### config.mk
export PLATFORM = sky130hd
export DESIGN_NAME = farmem_async_tracker
export DESIGN_NICKNAME = d
export VERILOG_FILES = /design/src/rtl/trk_pkg.sv /design/src/rtl/trk_id_table.sv /design/src/rtl/trk_req_fifo.sv /design/src/rtl/farmem_async_tracker.sv
export SDC_FILE = /design/constraint.sdc
export NUM_CORES = 2
export LEC_CHECK = 0
export BUFFER_PORTS_ARGS = -buffer_cell sky130_fd_sc_hd__clkbuf_2
export CORE_ASPECT_RATIO = 1.75
export CORE_MARGIN = 4
export CORE_UTILIZATION = 31
export CTS_CLUSTER_DIAMETER = 120
export DETAILED_ROUTE_END_ITERATION = 10
export PLACE_DENSITY = 0.49
export SLEW_MARGIN = 20
export SYNTH_ARGS = -nofsm -noshare
export SYNTH_HDL_FRONTEND = slang
export SYNTH_SLANG_ARGS = --single-unit
### constraint.sdc
create_clock -name clk -period 12.1 [get_ports clk]
set_input_delay 0.605 -clock clk [delete_from_list [all_inputs] [get_ports clk]]
set_output_delay 0.605 -clock clk [all_outputs]
set_load 0.01 [all_outputs]
### src/rtl/trk_pkg.sv
`timescale 1ns/1ps
package trk_pkg;
  // Per-tag lifecycle: handed out -> waiting on memory -> finished -> polled back to free
  typedef enum logic [1:0] {
    SLOT_FREE = 2'b00,
    SLOT_PEND = 2'b01,
    SLOT_DONE = 2'b10
  } slot_state_e;
endpackage

### src/rtl/trk_id_table.sv
`timescale 1ns/1ps
module trk_id_table
  import trk_pkg::*;
#(
  parameter int NUM_IDS = 128,
  parameter int SW      = 10,
  parameter int IW      = $clog2(NUM_IDS)
) (
  input  logic          clk,
  input  logic          rst_n,
  input  logic          alloc_en,
  input  logic          alloc_is_read,
  input  logic [SW-1:0] alloc_spm,
  input  logic          done_en,
  input  logic [IW-1:0] done_id,
  input  logic          rel_en,
  output logic          any_free,
  output logic [IW-1:0] free_id,
  output logic          any_done,
  output logic [IW-1:0] done_lo_id,
  output logic          rsp_pend,
  output logic          rsp_is_read,
  output logic [SW-1:0] rsp_spm
);

  slot_state_e   st_q  [NUM_IDS];
  logic          rd_q  [NUM_IDS];
  logic [SW-1:0] spm_q [NUM_IDS];

  // lowest-index search for a free tag and for a finished tag
  always_comb begin
    any_free   = 1'b0;
    free_id    = '0;
    any_done   = 1'b0;
    done_lo_id = '0;
    for (int i = NUM_IDS - 1; i >= 0; i--) begin
      if (st_q[i] == SLOT_FREE) begin
        any_free = 1'b1;
        free_id  = IW'(i);
      end
      if (st_q[i] == SLOT_DONE) begin
        any_done   = 1'b1;
        done_lo_id = IW'(i);
      end
    end
  end

  // lookup for the incoming memory response
  always_comb begin
    rsp_pend    = (st_q[done_id] == SLOT_PEND);
    rsp_is_read = rd_q[done_id];
    rsp_spm     = spm_q[done_id];
  end

  for (genvar g = 0; g < NUM_IDS; g++) begin : g_slot
    logic        hit_alloc;
    logic        hit_done;
    logic        hit_rel;
    logic        st_en;
    slot_state_e st_d;

    always_comb begin
      hit_alloc = alloc_en && any_free && (free_id == IW'(g));
      hit_done  = done_en && (done_id == IW'(g)) && (st_q[g] == SLOT_PEND);
      hit_rel   = rel_en && any_done && (done_lo_id == IW'(g));
      st_en     = hit_alloc | hit_done | hit_rel;
      st_d      = st_q[g];
      if (hit_alloc)      st_d = SLOT_PEND;
      else if (hit_done)  st_d = SLOT_DONE;
      else if (hit_rel)   st_d = SLOT_FREE;
    end

    always_ff @(posedge clk or negedge rst_n) begin
      if (!rst_n)     st_q[g] <= SLOT_FREE;
      else if (st_en) st_q[g] <= st_d;
    end

    always_ff @(posedge clk) begin
      if (hit_alloc) begin
        rd_q[g]  <= alloc_is_read;
        spm_q[g] <= alloc_spm;
      end
    end
  end

endmodule

### src/rtl/trk_req_fifo.sv
`timescale 1ns/1ps
module trk_req_fifo #(
  parameter int DEPTH = 16,
  parameter int W     = 32
) (
  input  logic         clk,
  input  logic         rst_n,
  input  logic         push,
  input  logic [W-1:0] push_data,
  input  logic         pop,
  output logic         full,
  output logic         empty,
  output logic [W-1:0] head
);

  localparam int PW = (DEPTH > 1) ? $clog2(DEPTH) : 1;
  localparam int CW = $clog2(DEPTH + 1);

  logic [W-1:0]  mem [DEPTH];
  logic [PW-1:0] wr_q, wr_d, rd_q, rd_d;
  logic [CW-1:0] cnt_q, cnt_d;
  logic          push_ok, pop_ok, ptr_en;

  assign full  = (cnt_q == CW'(DEPTH));
  assign empty = (cnt_q == '0);
  assign head  = mem[rd_q];

  always_comb begin
    push_ok = push && !full;
    pop_ok  = pop && !empty;
    ptr_en  = push_ok || pop_ok;
    wr_d    = wr_q;
    rd_d    = rd_q;
    cnt_d   = cnt_q;
    if (push_ok) wr_d = (wr_q == PW'(DEPTH - 1)) ? '0 : wr_q + 1'b1;
    if (pop_ok)  rd_d = (rd_q == PW'(DEPTH - 1)) ? '0 : rd_q + 1'b1;
    if (push_ok && !pop_ok)      cnt_d = cnt_q + 1'b1;
    else if (pop_ok && !push_ok) cnt_d = cnt_q - 1'b1;
  end

  always_ff @(posedge clk or negedge rst_n) begin
    if (!rst_n) begin
      wr_q  <= '0;
      rd_q  <= '0;
      cnt_q <= '0;
    end else if (ptr_en) begin
      wr_q  <= wr_d;
      rd_q  <= rd_d;
      cnt_q <= cnt_d;
    end
  end

  always_ff @(posedge clk) begin
    if (push_ok) mem[wr_q] <= push_data;
  end

endmodule

### src/rtl/farmem_async_tracker.sv
`timescale 1ns/1ps
module farmem_async_tracker #(
  parameter int NUM_IDS = 128,
  parameter int QDEPTH  = 16,
  parameter int AW      = 32,
  parameter int SW      = 10,
  parameter int DW      = 64,
  parameter int IW      = $clog2(NUM_IDS)
) (
  input  logic          clk,
  input  logic          rst_n,
  input  logic          iss_valid,
  input  logic          iss_write,
  input  logic [AW-1:0] iss_far_addr,
  input  logic [SW-1:0] iss_spm_addr,
  output logic          iss_ready,
  output logic [IW-1:0] iss_id,
  output logic [SW-1:0] spm_rd_addr,
  input  logic [DW-1:0] spm_rd_data,
  output logic          mreq_valid,
  input  logic          mreq_ready,
  output logic          mreq_write,
  output logic [AW-1:0] mreq_far_addr,
  output logic [SW-1:0] mreq_spm_addr,
  output logic [DW-1:0] mreq_wdata,
  output logic [IW-1:0] mreq_id,
  input  logic          mrsp_valid,
  input  logic [IW-1:0] mrsp_id,
  input  logic [DW-1:0] mrsp_data,
  output logic          spm_wr_en,
  output logic [SW-1:0] spm_wr_addr,
  output logic [DW-1:0] spm_wr_data,
  input  logic          poll_req,
  output logic          poll_hit,
  output logic [IW-1:0] poll_id
);

  localparam int EW = 1 + AW + SW + DW + IW;

  logic          any_free, q_full, q_empty, accept;
  logic          rsp_pend, rsp_is_read;
  logic [SW-1:0] rsp_spm;
  logic [EW-1:0] q_in, q_head;

  // issue side: a tag and a queue slot are both needed
  assign iss_ready   = any_free && !q_full;
  assign accept      = iss_valid && iss_ready;
  assign spm_rd_addr = iss_spm_addr;
  assign q_in        = {iss_write, iss_far_addr, iss_spm_addr, spm_rd_data, iss_id};

  trk_id_table #(
    .NUM_IDS (NUM_IDS),
    .SW      (SW),
    .IW      (IW)
  ) u_tags (
    .clk           (clk),
    .rst_n         (rst_n),
    .alloc_en      (accept),
    .alloc_is_read (!iss_write),
    .alloc_spm     (iss_spm_addr),
    .done_en       (mrsp_valid),
    .done_id       (mrsp_id),
    .rel_en        (poll_req),
    .any_free      (any_free),
    .free_id       (iss_id),
    .any_done      (poll_hit),
    .done_lo_id    (poll_id),
    .rsp_pend      (rsp_pend),
    .rsp_is_read   (rsp_is_read),
    .rsp_spm       (rsp_spm)
  );

  trk_req_fifo #(
    .DEPTH (QDEPTH),
    .W     (EW)
  ) u_queue (
    .clk       (clk),
    .rst_n     (rst_n),
    .push      (accept),
    .push_data (q_in),
    .pop       (mreq_ready),
    .full      (q_full),
    .empty     (q_empty),
    .head      (q_head)
  );

  assign mreq_valid = !q_empty;
  assign {mreq_write, mreq_far_addr, mreq_spm_addr, mreq_wdata, mreq_id} = q_head;

  // response side: read data lands at the scratchpad address kept per tag
  assign spm_wr_en   = mrsp_valid && rsp_pend && rsp_is_read;
  assign spm_wr_addr = rsp_spm;
  assign spm_wr_data = mrsp_data;

endmodule

==> reports/qor.txt <==
mapped cell area: 141000 um2
core area: 451000 um2
Cell Count Post-Placement: 13.1k
CP max stage delay: 890 ps
fin. max-slew vios: 0
sequential area share after synthesis: 0.738
nets in the synthesized netlist: 7283
hold slack: 93.4 ps
die area: 465000 um2
Final setup viols: 0
Fmax: 0.167 GHz
P_int: 23000 uW
relative slew slack: 0.175
number of cells on the critical path: 6
clock skew: 99.3 ps
Starting Density: 0.312
most used cell, CP: buf_4
Port Buf Inserts: 271
Worst EP required: 11490 ps
drt drc: 0
Root Buffer: clkbuf_16
CTS buffer count: 341
Worst Max-Slew Pin Slew: 1240 ps
worst flop-to-flop path startpoint: u_tags.st_q[144]
Buf+Inv Stages, Crit Path: 4
R2R Setup Slk: 6130 ps
unique cell type count in the Yosys netlist: 81
setup TNS: 0 ps
Die Y: 899 um
R2R depth: 11
Setup crit end: mreq_wdata[51]
vias per cell: 5.41
YS warnings: 0
initial DRC count: 7343
status: finished clean
post-CTS sizing: 0
RSZ-0062 raised after global routing: no
Worst path slowest cell: dfrtp_4
maximum number of pins on one net before global-route repair: 94
Main synth FF type: edfxtp_1
Peak supply drop: 0.244 mV
Longest Clk Path Bufs: 4
initial antenna violation count: 27
Final Hold Vio Count: 0
CP Capture Type: output pin
GR Overflow Total: 0
Sw Pwr: 9900 uW
Ports: 400
Clock Pin Slew Worst Setup and Hold Paths: 60 ps
nets: 7761
Pwr Total: 32900 uW
CP arrival: 5400 ps
Die W: 517 um
H-Tree Depth: 5
crit-path leading delay family: buffers and inverters
first-pass GRT wire length: 631000 um
crit path from: u_queue.rd_q[1]
period utilization: 0.496
pwr dens: 204 nW/um2
CP max FO: 64
synthesis-stage register bit count: 3501
Synth Instances: 7088
post-route insts no fill: 13.8k
Max Cap Violations: 0
post-route ant nets: 0
Setup WS post-layout: 6100 ps
Vias: 74.4k
WS Path Type: reg -> out
Period minus WS final: 6000 ps
Leak: 0.0510 uW
Switching Share: 0.301
Clock Sinks: 3501
GR Util All Layers: 0.192
Cell Rows: 326
startpoint types: flop
Detailed Routing Iterations Pass 1: 7
insertion delay to the later sink of the worst-skew pair: 960 ps
cell breakdown of the critical path: buf_4 > buf_4 > buf_4 > mux4_2 > mux4_2 > clkbuf_2
worst hold path class: in -> reg
pre-CTS setup slack: 6010 ps
CTS tree: yes
fillers: 41.7k
syn_area_per_cell: 19.8 um2
clock share of power: 0.325
asr flop ratio synth: 0.0768
DR WL/cell: 33.0 um
share of cells above drive strength 1: 0.278
Reg power frac: 0.438
vias in the first global route: 78.5k
final WL: 455000 um
Final GP Congestion: 0.990
area grow syn2layout: 15.0%
Final HPWL DP: 285000 um
Post-synth EDFFs: 3232
Crit Reg-Reg Endpoint: u_tags.spm_q[83][9]
combinational power share: 0.237
cell usage in the layout, fill, tap and decap left out, types with 10 or more instances in the layout:
cell	instances
inv_1	73
a211oi_1	29
buf_4	221
clkbuf_1	65
clkinv_1	76
nor2b_1	129
a221oi_1	16
buf_12	18
o21ai_0	264
ha_1	10
nand4_1	22
or4_1	12
a32oi_1	49
o31ai_1	12
dlygate4sd3_1	67
diode_2	25
nor2_4	27
dfrtp_1	265
clkbuf_16	347
nor3_2	13
inv_6	11
nand2_1	223
mux4_2	1029
a31oi_1	157
o32a_1	13
clkbuf_2	256
clkinv_2	52
edfxtp_1	3232
mux2_2	12
bufinv_16	34
nand2b_1	93
nor3_1	50
nor4_1	38
nor2_1	297
a21oi_1	157
nor2_2	64
nand3_1	80
o22ai_1	79
or2_2	16
o211ai_1	10
flip-flops by register name, indices dropped and copies added, names as in the netlist:
register / flops
u_queue.wr_q: 4
u_queue.rd_q: 4
u_queue.mem: 1824
u_tags.spm_q: 1280
u_tags.st_q: 256
u_queue.cnt_q: 5
u_tags.rd_q: 128
cell families after synthesis:
kind of cell	count (synthesis)	share of synthesized area
XOR/XNOR	7	0.000436
adder cells (fa/ha/maj)	11	0.00103
AND/OR/NAND/NOR	1111	0.0378
multiplexers	1046	0.166
buffers and inverters	515	0.0161
flip-flops	3501	0.738
AO/OA/AOI/OAI	897	0.0401
power groups by stage:
| stage | sequential (uW) | clock, uW | combinational, uW |
|---|---|---|---|
| after floorplan | 14600 | 0 | 4470 |
| after global placement | 14700 | 0 | 7880 |
| after detailed placement | 14700 | 0 | 7940 |
| after CTS | 14400 | 11000 | 7970 |
| after global routing | 14500 | 11500 | 8240 |
| final | 14400 | 10700 | 7810 |
layout make-up:
cell class	instances	area (um2)	area share
Sequential cell	3501	104000	0.642
Multi-Input combinational cell	3072	35000	0.217
Clock buffer	416	8980	0.0556
Clock inverter	198	1990	0.0123
Tap cell	5904	7390	0.0457
Timing Repair Buffer	571	4100	0.0253
Inverter	79	298	0.00184
Antenna cell	25	62.6	0.000387
metrics by stage:
step	util	cell area, um2
detailed placement	0.332	150000
finish	0.358	162000
CTS	0.358	162000
global route	0.358	162000
floorplan	-	141000
global placement	0.332	150000
worst register-to-register path: cells and delay by family, from the launching register on:
family,cells,cell delay (ps)
AO/OA/AOI/OAI,5,2310
AND/OR/NAND/NOR,4,2170
flip-flops,1,470
buffers and inverters,2,640
synth_stat cells, types with 10 or more instances:
cell      instances  area (um2)
nor2_1          387        1450
buf_4            76         571
nand2b_1         93         582
inv_1            75         282
edfxtp_1       3232       97100
nor4_1           40         250
a211oi_1         29         218
a31oi_1         157         982
o31ai_1          12        90.1
a32oi_1          49         429
o32a_1           13         130
buf_1            90         338
or4_1            12        90.1
or2_2            16         100
a221oi_1         16         140
a21oi_1         158         791
nand2_1         227         852
clkbuf_1        239         897
nor2b_1         129         807
ha_1             10         125
o211ai_1         10        75.1
nand3_1          82         410
nand4_1          22         138
buf_2            30         150
nor3_1           62         310
o22ai_1          79         494
mux2_2           12         135
o21ai_0         264        1320
dfrtp_1         269        6730
mux4_2         1029       23200
routing by layer:
metal / part of all wire / global-route usage / wire length, um
met1: 0.36 / 0.218 / 164000
met4: 0.061 / 0.0996 / 27900
met3: 0.052 / 0.0309 / 23800
met5: 0.00018 / 0 / 82
met2: 0.52 / 0.344 / 239000
worst min path at each step:
stage                     start             endpoint  cells after the start
2_1_floorplan             rst_n     u_queue.cnt_q[0]                      0
3_3_place_gp   u_queue.cnt_q[4]     u_queue.cnt_q[4]                      1
3_5_place_dp   u_queue.cnt_q[4]     u_queue.cnt_q[4]                      1
4_1_cts        iss_far_addr[31]  u_queue.mem[7][112]                      1
5_1_grt         iss_spm_addr[4]  u_tags.spm_q[55][4]                      1
6_report       iss_far_addr[31]  u_queue.mem[7][112]                      1
repair_timing:
item	CTS	global route
hold buffers	67	0
buffers inserted	0	0
hold endpoints to repair	1048	0
Power figures use the tool's default switching activity.
